===== src/rtl/rcf_pkg.sv =====
package rcf_pkg;
  localparam int REG_W  = 8;
  localparam int N_SRC  = 4;
  localparam int CODE_W = 2;
  // source index equals its code; higher index has priority
  localparam int SRC_EXT = 0;
  localparam int SRC_SW  = 1;
  localparam int SRC_WDG = 2;
  localparam int SRC_LVD = 3;
  localparam int BIT_STOP = 7;
  localparam int BIT_DIV  = 3;
  localparam logic DIV_RST = 1'b1;

  typedef enum logic [CODE_W-1:0] {
    CAUSE_EXT = 2'b00,
    CAUSE_SW  = 2'b01,
    CAUSE_WDG = 2'b10,
    CAUSE_LVD = 2'b11
  } cause_e;
endpackage


===== src/rtl/rcf_cause_store.sv =====
module rcf_cause_store
  import rcf_pkg::*;
(
  input  logic               clk_i,
  input  logic               por_ni,
  input  logic [N_SRC-1:0]   src_i,
  output cause_e             cause_o
);
  cause_e cause_q, cause_d;
  logic   hit;

  always_comb begin
    cause_d = cause_q;
    hit     = 1'b0;
    for (int i = 0; i < N_SRC; i++) begin
      if (src_i[i]) begin
        cause_d = cause_e'(i[CODE_W-1:0]);
        hit     = 1'b1;
      end
    end
  end

  always_ff @(posedge clk_i or negedge por_ni) begin
    if (!por_ni)  cause_q <= CAUSE_EXT;
    else if (hit) cause_q <= cause_d;
  end

  assign cause_o = cause_q;
endmodule


===== src/rtl/rcf_stop_flag.sv =====
module rcf_stop_flag (
  input  logic clk_i,
  input  logic rst_ni,
  input  logic stop_req_i,
  input  logic eoi_i,
  input  logic wr_en_i,
  input  logic wr_bit_i,
  output logic flag_o
);
  logic pend_q, flag_q, set_now;

  assign set_now = eoi_i & (pend_q | stop_req_i);

  always_ff @(posedge clk_i or negedge rst_ni) begin
    if (!rst_ni) begin
      pend_q <= 1'b0;
      flag_q <= 1'b0;
    end else begin
      if (set_now)         pend_q <= 1'b0;
      else if (stop_req_i) pend_q <= 1'b1;
      if (set_now)         flag_q <= 1'b1;
      else if (wr_en_i)    flag_q <= wr_bit_i;
    end
  end

  assign flag_o = flag_q;
endmodule


===== src/rtl/rst_cause_reg.sv =====
module rst_cause_reg
  import rcf_pkg::*;
(
  input  logic              clk_i,
  input  logic              rst_ni,
  input  logic              por_ni,
  input  logic              ext_rst_i,
  input  logic              sw_rst_i,
  input  logic              wdg_rst_i,
  input  logic              lvd_rst_i,
  input  logic              stop_req_i,
  input  logic              eoi_i,
  input  logic              wr_en_i,
  input  logic [REG_W-1:0]  wr_data_i,
  input  logic [3:0]        nbr_i,
  output logic [REG_W-1:0]  rd_data_o,
  output logic              div_sel_o
);
  logic [N_SRC-1:0] src;
  cause_e           cause;
  logic             stop_flag;
  logic             div_q;
  logic             unused_wr;

  assign src[SRC_EXT] = ext_rst_i;
  assign src[SRC_SW]  = sw_rst_i;
  assign src[SRC_WDG] = wdg_rst_i;
  assign src[SRC_LVD] = lvd_rst_i;

  rcf_cause_store u_cause (
    .clk_i   (clk_i),
    .por_ni  (por_ni),
    .src_i   (src),
    .cause_o (cause)
  );

  rcf_stop_flag u_stop (
    .clk_i      (clk_i),
    .rst_ni     (rst_ni),
    .stop_req_i (stop_req_i),
    .eoi_i      (eoi_i),
    .wr_en_i    (wr_en_i),
    .wr_bit_i   (wr_data_i[BIT_STOP]),
    .flag_o     (stop_flag)
  );

  always_ff @(posedge clk_i or negedge rst_ni) begin
    if (!rst_ni)      div_q <= DIV_RST;
    else if (wr_en_i) div_q <= wr_data_i[BIT_DIV];
  end

  assign unused_wr = ^{wr_data_i[6:4], wr_data_i[2:0]};

  assign rd_data_o = {stop_flag, cause, nbr_i[3], div_q, nbr_i[2:0]};
  assign div_sel_o = div_q;
endmodule


===== config.mk =====
export PLATFORM = sky130hd
export DESIGN_NAME = rst_cause_reg
export DESIGN_NICKNAME = d
export VERILOG_FILES = /design/src/rtl/rcf_pkg.sv /design/src/rtl/rcf_cause_store.sv /design/src/rtl/rcf_stop_flag.sv /design/src/rtl/rst_cause_reg.sv
export SDC_FILE = /design/constraint.sdc
export NUM_CORES = 1
export LEC_CHECK = 0
export BUFFER_PORTS_ARGS = -buffer_cell sky130_fd_sc_hd__buf_2
export CAP_MARGIN = 20
export CORE_AREA = 2 2 39 41
export DETAILED_ROUTE_END_ITERATION = 10
export DIE_AREA = 0 0 41 43
export SYNTH_ARGS = -nofsm -noshare
export SYNTH_HDL_FRONTEND = slang
export SYNTH_HIERARCHICAL = 1
export SYNTH_SLANG_ARGS = --single-unit
export TNS_END_PERCENT = 50

===== constraint.sdc =====
create_clock -name clk_i -period 1.3 [get_ports clk_i]
set_input_delay 0.195 -clock clk_i [delete_from_list [all_inputs] [get_ports clk_i]]
set_output_delay 0.195 -clock clk_i [all_outputs]
set_load 0.02 [all_outputs]

==> flow_results.org, run 1 <==
** Die
- In this run the vertical extent of the chip is approximately 43 um.
- Die area :: 1760 um2
- Row generation in the floorplan step produced 14 rows.
- For this configuration, the core starts out at a cell density of 0.176.
- After floorplanning, the core was sized to cover between 1000 and 1500 um2.
- For this design the top-level I/O count stands at 31.
- Measured along the x axis, the die boundary spans between 40 and 50 um.

** Clock network
- Clock tree synthesis inserted a total of 3 buffers.
- CTS tree :: built
- Counting every sink on the clock net gives 5.
- Clock-pin slew on the worst setup and hold paths :: roughly 0.04 ns
- CTS placed an instance of sky130_fd_sc_hd__clkbuf_4 at the clock tree root.
- The longest clock path from root to sink contains 2 buffers.
- CTS built an H-tree with a depth of 1.
- Setup fix buffers added after clock tree synthesis :: 0
- Worst skew pair latency :: between 0.2 and 0.25 ns

** Min path
- Hold WC Path Type :: in2reg
- The worst hold path terminates at u_stop/pend_q$_DFFE_PN0P_.
- The worst hold path begins at eoi_i.
- Hold path cells :: 2

** Critical path
- Worst-path fanout max :: 3
- The slowest stage of the critical path is the sky130_fd_sc_hd__dfstp_2 cell.
- Reg-to-reg critical path startpoint :: u_cause/cause_o[1]$_DFFE_PN0P_
- Crit path kind :: reg2out
- At the worst endpoint, the required time is approximately 1.1 ns.
- STA classifies the critical path endpoint as a primary output.
- STA classifies the critical path startpoint as a flop.
- Setup slack of the most critical reg-to-reg path :: approximately 0.52 ns
- Delay of the slowest cell on the worst path :: ~0.53 ns
- The worst register-to-register path ends at u_cause/cause_o[1]$_DFFE_PN0P_.
- Among cell families on the critical path, the largest total delay comes from flip-flops.
- Measured in cells, the most critical reg-to-reg path has a length of 1.
- The critical path goes through buf_2.
- Arrival time of the worst setup path :: ~0.92 ns
- Buffers plus inverters on the worst setup path :: 1

** Layout
- Final cell utilization of the core :: 0.250
- For this run, the number of standard cells in the final layout without fillers is 54.
- Post-route cell area :: 345 um2
- Of the cells placed in the final design, the portion with a size suffix greater than 1 is 0.579.
- Fin nets :: 61
- Synth-to-layout area growth :: 41.5%
- Antenna Cells :: 0

** Power and ir drop
- Pwr Density :: about 1200 nW/um2
- Of the total power, the share spent switching nets is 0.240.
- Internal Power :: ~0.32 mW
- Power share of the clock group :: 0.408
- Power comes to ~0.43 mW.
- For this design the static power due to leakage is about 0.17 nW.
- Switching power summed over all nets :: 0.102 mW
- Sequential group share of total power :: 0.416
- VDD IR max :: 0.000310 V
- Comb pwr share :: 0.176

** Timing
- Worst Clk Skew :: approximately 0.00004 ns
- Setup violations remaining at the end of the flow were counted as 0.
- Setup slack on the critical path of the routed design comes to roughly 0.18 ns.
- Crit share post-route :: 0.859
- Headroom to the max-slew limit came out at 0.886.
- Static timing analysis puts the maximum clock frequency at slightly below 0.9 GHz.
- Unrepaired setup endpoints after global routing :: false
- At the pin with the least slew margin, the transition time is 0.170 ns.
- The number of hold violations in the final report is 0.
- Setup_tns :: 0 ns
- Worst hold slack after final layout :: around 0.11 ns
- Final critical-path required period :: 1.12 ns
- Max-slew violation total from the final report :: 0

** Detailed routing
- Detailed routing inserted a total of 188 vias.
- Post-route ant nets :: 0
- Wire length after detailed routing :: between 400 and 500 um
- Dividing the detail-routed wire length by the instance count gives around 8.6 um.
- Iter 0 DRT Violations :: 3
- For this run, design rule violations remaining after detail routing come to 0.
- Drt first pass iters :: 2
- In the routed layout, each cell is associated on average with a via count of between 3 and 4.

** Placed design
- Total of buffers placed on input and output ports :: 16
- Once detailed placement completed, the half-perimeter wirelength came to approximately 380 um.
- Area after DPL :: around 300 um2
- Timing analysis after detailed placement gives a worst setup slack of 0.433 ns.
- In this run, placement finished with an instance count of 48.
- The congestion estimate from routability-driven global placement came to around 0.6.

** Logic synthesis
- In this run, synthesis produced a sequential element count of 5.
- Of the synthesized area, sequential elements account for 0.518.
- Each instance of the synthesized netlist takes up on average about 11 um2.
- Netlist area before placement :: around 240 um2
- Synthesized netlist net count :: 44
- Total number of yosys warnings :: 6
- After technology mapping, the gate count stands at 22.
- Post-synth cell types :: 11

** GRT
- Overall global routing resource usage :: 0.0595
- Wire length of the first global-routing pass :: 641 um
- The via count of the first global-routing pass was 184.
- Remaining Overflow, GRT :: 0
- Entering global routing, the biggest net connects 4 pins.
- The initial antenna violation count was 0.

** Status
- The run finished with clean final reports.

** Flow run
- Number of violations of the max-capacitance limit :: 0
==> layout make-up <==
cell class                 count  area, um2
fill                         154       1040
sequential                     5        126
timing repair buffer          18        100
multi-input combinational     10       68.8
clock buffer                   4       26.3
tap                           16       20.0
inverter                       1       3.75
==> kinds of logic (layout without fill, tap and decap cells) <==
group,Yosys count,in the layout,synth area share
buffers and inverters,7,23,0.200
DFF,5,5,0.518
and+or+nand+nor,5,5,0.0769
AOI/OAI and AO/OA,3,3,0.103
muxes,2,2,0.103
==> what timing repair did <==
item	4_1_cts	5_1_grt
resized for setup	0	0
endpoints found under the setup margin	0	0
endpoints found under the hold margin	5	0
hold buffers	2	0
==> power groups by stage <==
stage | Clock, mW | Combinational (mW) | Sequential [mW]
floorplan | 0 | 0.0515 | 0.188
global placement | 0 | 0.0706 | 0.178
detailed placement | 0 | 0.0709 | 0.179
CTS | 0.182 | 0.0761 | 0.177
global route | 0.184 | 0.0836 | 0.179
finish | 0.173 | 0.0749 | 0.177
==> sequential cells by signal, indices dropped and copies added (netlist names) <==
register / flops
div_sel_o: 1
u_stop/flag_o: 1
u_stop/pend_q: 1
u_cause/cause_o: 2
==> cell usage after synthesis <==
library cell,instances,share of area
sky130_fd_sc_hd__dfstp_2,1,0.11
sky130_fd_sc_hd__a221o_1,1,0.041
sky130_fd_sc_hd__nand2_1,1,0.015
sky130_fd_sc_hd__buf_4,6,0.18
sky130_fd_sc_hd__inv_1,1,0.015
sky130_fd_sc_hd__nor2_1,4,0.062
sky130_fd_sc_hd__dfrtp_1,4,0.41
sky130_fd_sc_hd__mux2i_1,1,0.041
sky130_fd_sc_hd__mux2_4,1,0.062
sky130_fd_sc_hd__o21ai_0,1,0.020
sky130_fd_sc_hd__a211o_2,1,0.041
==> worst max-delay path by stage <==
stage | slack (ns) | startpoint | end | cells after the start
floorplan | 0.37 | div_sel_o$_DFFE_PN1P_ | rd_data_o[3] | 1
global placement | 0.44 | div_sel_o$_DFFE_PN1P_ | div_sel_o | 1
detailed placement | 0.43 | div_sel_o$_DFFE_PN1P_ | rd_data_o[3] | 1
CTS | 0.17 | div_sel_o$_DFFE_PN1P_ | rd_data_o[3] | 1
global route | 0.16 | div_sel_o$_DFFE_PN1P_ | div_sel_o | 1
finish | 0.18 | div_sel_o$_DFFE_PN1P_ | rd_data_o[3] | 1
==> placed cells by master (no fill, tap or decap) <==
| master | synthesis | routed |
|---|---|---|
| sky130_fd_sc_hd__inv_1 | 1 | 1 |
| sky130_fd_sc_hd__clkbuf_1 | 0 | 1 |
| sky130_fd_sc_hd__mux2i_1 | 1 | 1 |
| sky130_fd_sc_hd__o21ai_0 | 1 | 1 |
| sky130_fd_sc_hd__a211o_2 | 1 | 1 |
| sky130_fd_sc_hd__clkbuf_4 | 0 | 3 |
| sky130_fd_sc_hd__buf_2 | 0 | 16 |
| sky130_fd_sc_hd__nand2_1 | 1 | 1 |
| sky130_fd_sc_hd__a221o_1 | 1 | 1 |
| sky130_fd_sc_hd__mux2_4 | 1 | 1 |
| sky130_fd_sc_hd__dfrtp_1 | 4 | 4 |
| sky130_fd_sc_hd__dfstp_2 | 1 | 1 |
| sky130_fd_sc_hd__nor2_1 | 4 | 4 |
| sky130_fd_sc_hd__dlygate4sd3_1 | 0 | 2 |
==> metal layers <==
metal,GRT usage,wire length [um],part of all wire
met2,0.0688,187,0.40
met4,0.0600,0,0
met3,0.0314,75,0.16
met5,0,0,0
met1,0.0719,203,0.44
Power figures use the tool's default switching activity.
==> inputs of run 2 (changes only) <==
--- a/config.mk
+++ b/config.mk
@@ -5,6 +5,7 @@
 export SDC_FILE = /design/constraint.sdc
 export NUM_CORES = 1
 export LEC_CHECK = 0
+export ABC_AREA = 1
 export BUFFER_PORTS_ARGS = -buffer_cell sky130_fd_sc_hd__buf_2
 export CAP_MARGIN = 20
 export CORE_AREA = 2 2 39 41
==> run 2 against run 1 <==
Compared with the run above:
- die area stayed put
- largest cell class unchanged
- register-to-register slack better by 0.09 ns
- via count is 29% higher
- final area is 7.6% higher
- critical endpoint is now div_sel_o
- highest routed layer is now met4
- flip-flop and latch count stayed put
- global-route usage is 1.3 points higher
- hold slack better by 0.0056 ns
==> flow_results.org, run 2 <==
** Layout
- Post-route cell area :: 372 um2
- Antenna Cells :: 0
- After the last flow step, the layout net total stands at 74.
- The register with the most flip-flops in the layout has 2 of them.
- Most used cells in the layout excluding fill and tap cells :: sky130_fd_sc_hd__buf_2, sky130_fd_sc_hd__nand2_1, sky130_fd_sc_hd__inv_1, sky130_fd_sc_hd__nor2_1, sky130_fd_sc_hd__dfrtp_1
- The library cell used most frequently in the layout, excluding fill and tap cells, is sky130_fd_sc_hd__buf_2.
- Fraction of final layout cells with drive strength greater than 1 :: 0.431
- Synth-to-layout area growth :: 37.5%

** Clock network
- Clock tree root driver cell :: sky130_fd_sc_hd__clkbuf_4
- The later pin in the worst-skew pair is clocked with a latency of 0.24 ns.
- CTS tree :: built
- Depth of the CTS H-tree :: 1
- After clock tree synthesis, the clock-pin slew on the worst setup and hold paths is around 0.040 ns.
- In this run, CTS created clock tree buffers numbering 3.
- CTS Buffer Depth :: 2
- The clock drives 5 sinks.
- Post-CTS timing repair inserted 0 buffers for setup.

** Power and ir drop
- Of the total power, combinational logic draws 0.175.
- Switching power as a share of total power :: 0.257
- VDD IR max :: between 0.0004 and 0.0005 V
- Switching power summed over all nets :: 0.110 mW
- Of the total power, registers draw 0.410.
- Summed over all cells, the static leakage comes to around 0.21 nW.
- Internal Power :: ~0.32 mW
- Power share of the clock group :: 0.415
- Power spread over the standard cell area amounts to 1150 nW/um2.

** Die
- Floorplan core area :: around 1400 um2
- Die Width :: a little over 40 um
- Starting density of the core :: 0.195
- Core Rows :: 14
- Top-Level Pins :: 31
- The floorplan step defined a die boundary enclosing around 1800 um2.
- In this run the vertical extent of the chip is 43 um.

** Timing
- Achievable frequency :: 0.893 GHz
- Final critical-path required period :: approximately 1.1 ns
- Max-slew violation total from the final report :: 0
- Number of hold violations in the final report :: 0
- Unrepaired setup endpoints after global routing :: false
- Setup_tns :: 0 ns
- Tightest slew margin relative to the limit :: 0.929
- At the pin with the least slew margin, the transition time is around 0.11 ns.
- In the finished design, the share of the clock period the worst path needs comes to 0.861.
- Endpoints failing setup :: 0
- Worst Clk Skew :: around 0.00065 ns

** Placed design
- The placed instances occupy a cell area of between 300 and 400 um2.
- Post-detail-place hpwl :: between 300 and 400 um
- Gpl congestion :: ~0.57
- Input and output buffers added on the ports amount to 16.

** Detailed routing
- The routed design has roughly 500 um of wire.
- Drt first pass iters :: 2
- DRC violations left :: 0
- Post-DR wirelength/cell :: about 7.5 um
- Via-to-Cell Ratio :: about 3.6
- In this run the remaining antenna-violating nets after routing total 0.
- The first routing iteration left 8 violations.
- Via count of the routed design :: 242

** GRT
- The first global-routing pass estimated around 750 um of wire.
- Antenna violations before repair :: 0
- The via count of the first global-routing pass is between 200 and 250.
- Maximum number of pins on one net before global-route repair :: 5
- Overall global routing resource usage :: 0.0728
- Remaining Overflow, GRT :: 0

** Critical path
- Setup slack of the most critical reg-to-reg path :: between 0.6 and 0.7 ns
- Arrival time of the worst setup path :: 0.92 ns
- Delay of the slowest cell on the worst path :: around 0.53 ns
- Measured in cells, the most critical reg-to-reg path has a length of 2.
- Of all nets on the critical path, the largest fanout is 3.
- CP max-delay cell :: sky130_fd_sc_hd__dfstp_2
- Crit path depth :: 1
- Endpoint kind of the worst setup timing path :: primary output
- Walking the worst path, the cells encountered are buf_2.
- The number of buffers and inverters on the critical path is 1.
- CP Data Required Time :: around 1.1 ns
- Cell family contributing the most delay on the critical path :: flip-flops
- By startpoint and endpoint, the worst setup path is classified as reg2out.
- Setup crit start kind :: flop

** Logic synthesis
- The cell area that synthesis handed to floorplanning was around 270 um2.
- Top cell type by total area after synthesis :: sky130_fd_sc_hd__dfrtp_1
- Of the total synthesized cell area, the portion taken by AND, OR, NAND and NOR gates is 0.231.
- Cell with the most instances after synthesis :: sky130_fd_sc_hd__nand2_1
- Main area contributors after synthesis :: sky130_fd_sc_hd__dfrtp_1, sky130_fd_sc_hd__buf_4, sky130_fd_sc_hd__nand2_1
- Synthesized netlist net count :: 57
- Area fraction in compound gates after synthesis :: 0.0509
- Synthesis produced a netlist whose cell count is 35.
- Main combinational cell family by area after synthesis :: buffers and inverters
- Proportion of netlist area held by the largest area contributor :: 0.370
- Yosys printed 6 warnings.
- In this run, synthesis inferred 0 flip-flops with an integrated enable.
- Part of the Yosys area used for sequential elements :: 0.468
- Mux contribution to synthesized area :: 0
- Share of the synthesized netlist area taken by xor and xnor gates :: 0
- Syn_area_per_cell :: 7.72 um2
- Top post-synthesis cells by count :: sky130_fd_sc_hd__nand2_1, sky130_fd_sc_hd__buf_4, sky130_fd_sc_hd__inv_1
- Of the total synthesized cell area, the portion taken by full adders, half adders and majority gates is 0.
- The netlist uses 9 different library cells.
- In the synthesized netlist the dominant register cell turns out to be sky130_fd_sc_hd__dfrtp_1.
- For this run, asynchronously set or reset flops after synthesis account for 1.00.
- Post-synthesis register bit count :: 5

** Min path
- The worst hold path passes through 2 cells.
- Hold WC Path Type :: in2reg

** Flow run
- The tool flagged a number of max-cap violations equal to 0.

** Status
- Status :: completed
run 2: cell types whose count changed after synthesis:
| cell | change |
|---|---|
| sky130_fd_sc_hd__o21ai_1 | +1 |
| sky130_fd_sc_hd__o21ai_0 | -1 |
| sky130_fd_sc_hd__mux2i_1 | -1 |
| sky130_fd_sc_hd__nand2_1 | +10 |
| sky130_fd_sc_hd__a211o_2 | -1 |
| sky130_fd_sc_hd__mux2_4 | -1 |
| sky130_fd_sc_hd__a221o_1 | -1 |
| sky130_fd_sc_hd__inv_1 | +5 |
| sky130_fd_sc_hd__nor2_2 | +1 |
| sky130_fd_sc_hd__a21oi_2 | +1 |
run 2: timing repair:
action,4_1_cts,5_1_grt
hold endpoints to repair,5,0
hold buffers,2,0
setup endpoints to repair,0,0
resized for setup,0,0
run 2: path summary, 6_finish.rpt:
check / startpoint / endpoint
worst min-delay path: eoi_i / u_stop/pend_q$_DFFE_PN0P_
worst max register to register: div_sel_o$_DFFE_PN1P_ / div_sel_o$_DFFE_PN1P_
max in group asynchronous: rst_ni / div_sel_o$_DFFE_PN1P_
worst min register to register: div_sel_o$_DFFE_PN1P_ / div_sel_o$_DFFE_PN1P_
min in group asynchronous: rst_ni / u_stop/flag_o$_DFFE_PN0P_
worst max-delay path: div_sel_o$_DFFE_PN1P_ / div_sel_o
run 2: logic make-up after synthesis:
| group | Yosys count |
|---|---|
| simple gates | 16 |
| buf+inv | 12 |
| flops | 5 |
| compound gates | 2 |
run 2: layout make-up:
type | instances | area [um2]
Fill cell | 150 | 1010
Sequential cell | 5 | 126
Timing Repair Buffer | 18 | 100
Multi-Input combinational cell | 18 | 76.3
Clock buffer | 4 | 26.3
Inverter | 6 | 22.5
Tap cell | 16 | 20.0
run 2: per-stage QoR:
| step | std cells | power [mW] | setup slack (ns) | util | hold WS, ns |
|---|---|---|---|---|---|
| floorplan | 35 | 0.238 | 0.374 | - | -0.101 |
| global placement | 61 | 0.248 | 0.438 | 0.235 | -0.0167 |
| detailed placement | 61 | 0.249 | 0.437 | 0.235 | -0.0159 |
| CTS | 67 | 0.441 | 0.169 | 0.269 | 0.108 |
| global route | 67 | 0.463 | 0.140 | 0.269 | 0.123 |
| finish | 67 | 0.429 | 0.180 | 0.269 | 0.120 |
run 2: power groups by stage:
stage / Clock (mW) / Sequential (mW) / Combinational, mW
after floorplan: 0 / 0.186 / 0.0516
after global placement: 0 / 0.177 / 0.0706
after detailed placement: 0 / 0.178 / 0.0712
after CTS: 0.189 / 0.176 / 0.0760
after global routing: 0.201 / 0.177 / 0.0849
final: 0.178 / 0.176 / 0.0752
run 2: worst register-to-register path: stages, from the launching register on:
cell and delay (ns):
sky130_fd_sc_hd__dfstp_2 0.53, sky130_fd_sc_hd__nand2_1 0.05, sky130_fd_sc_hd__nand2_1 0.05
run 2: layer usage:
metal / vias up / track usage / wire length, um
met5: - / 0 / 0
met4: 0 / 0.0600 / 6
met3: 2 / 0.0785 / 73
met2: 17 / 0.0844 / 184
met1: 96 / 0.0691 / 235
li1: 127 / - / -
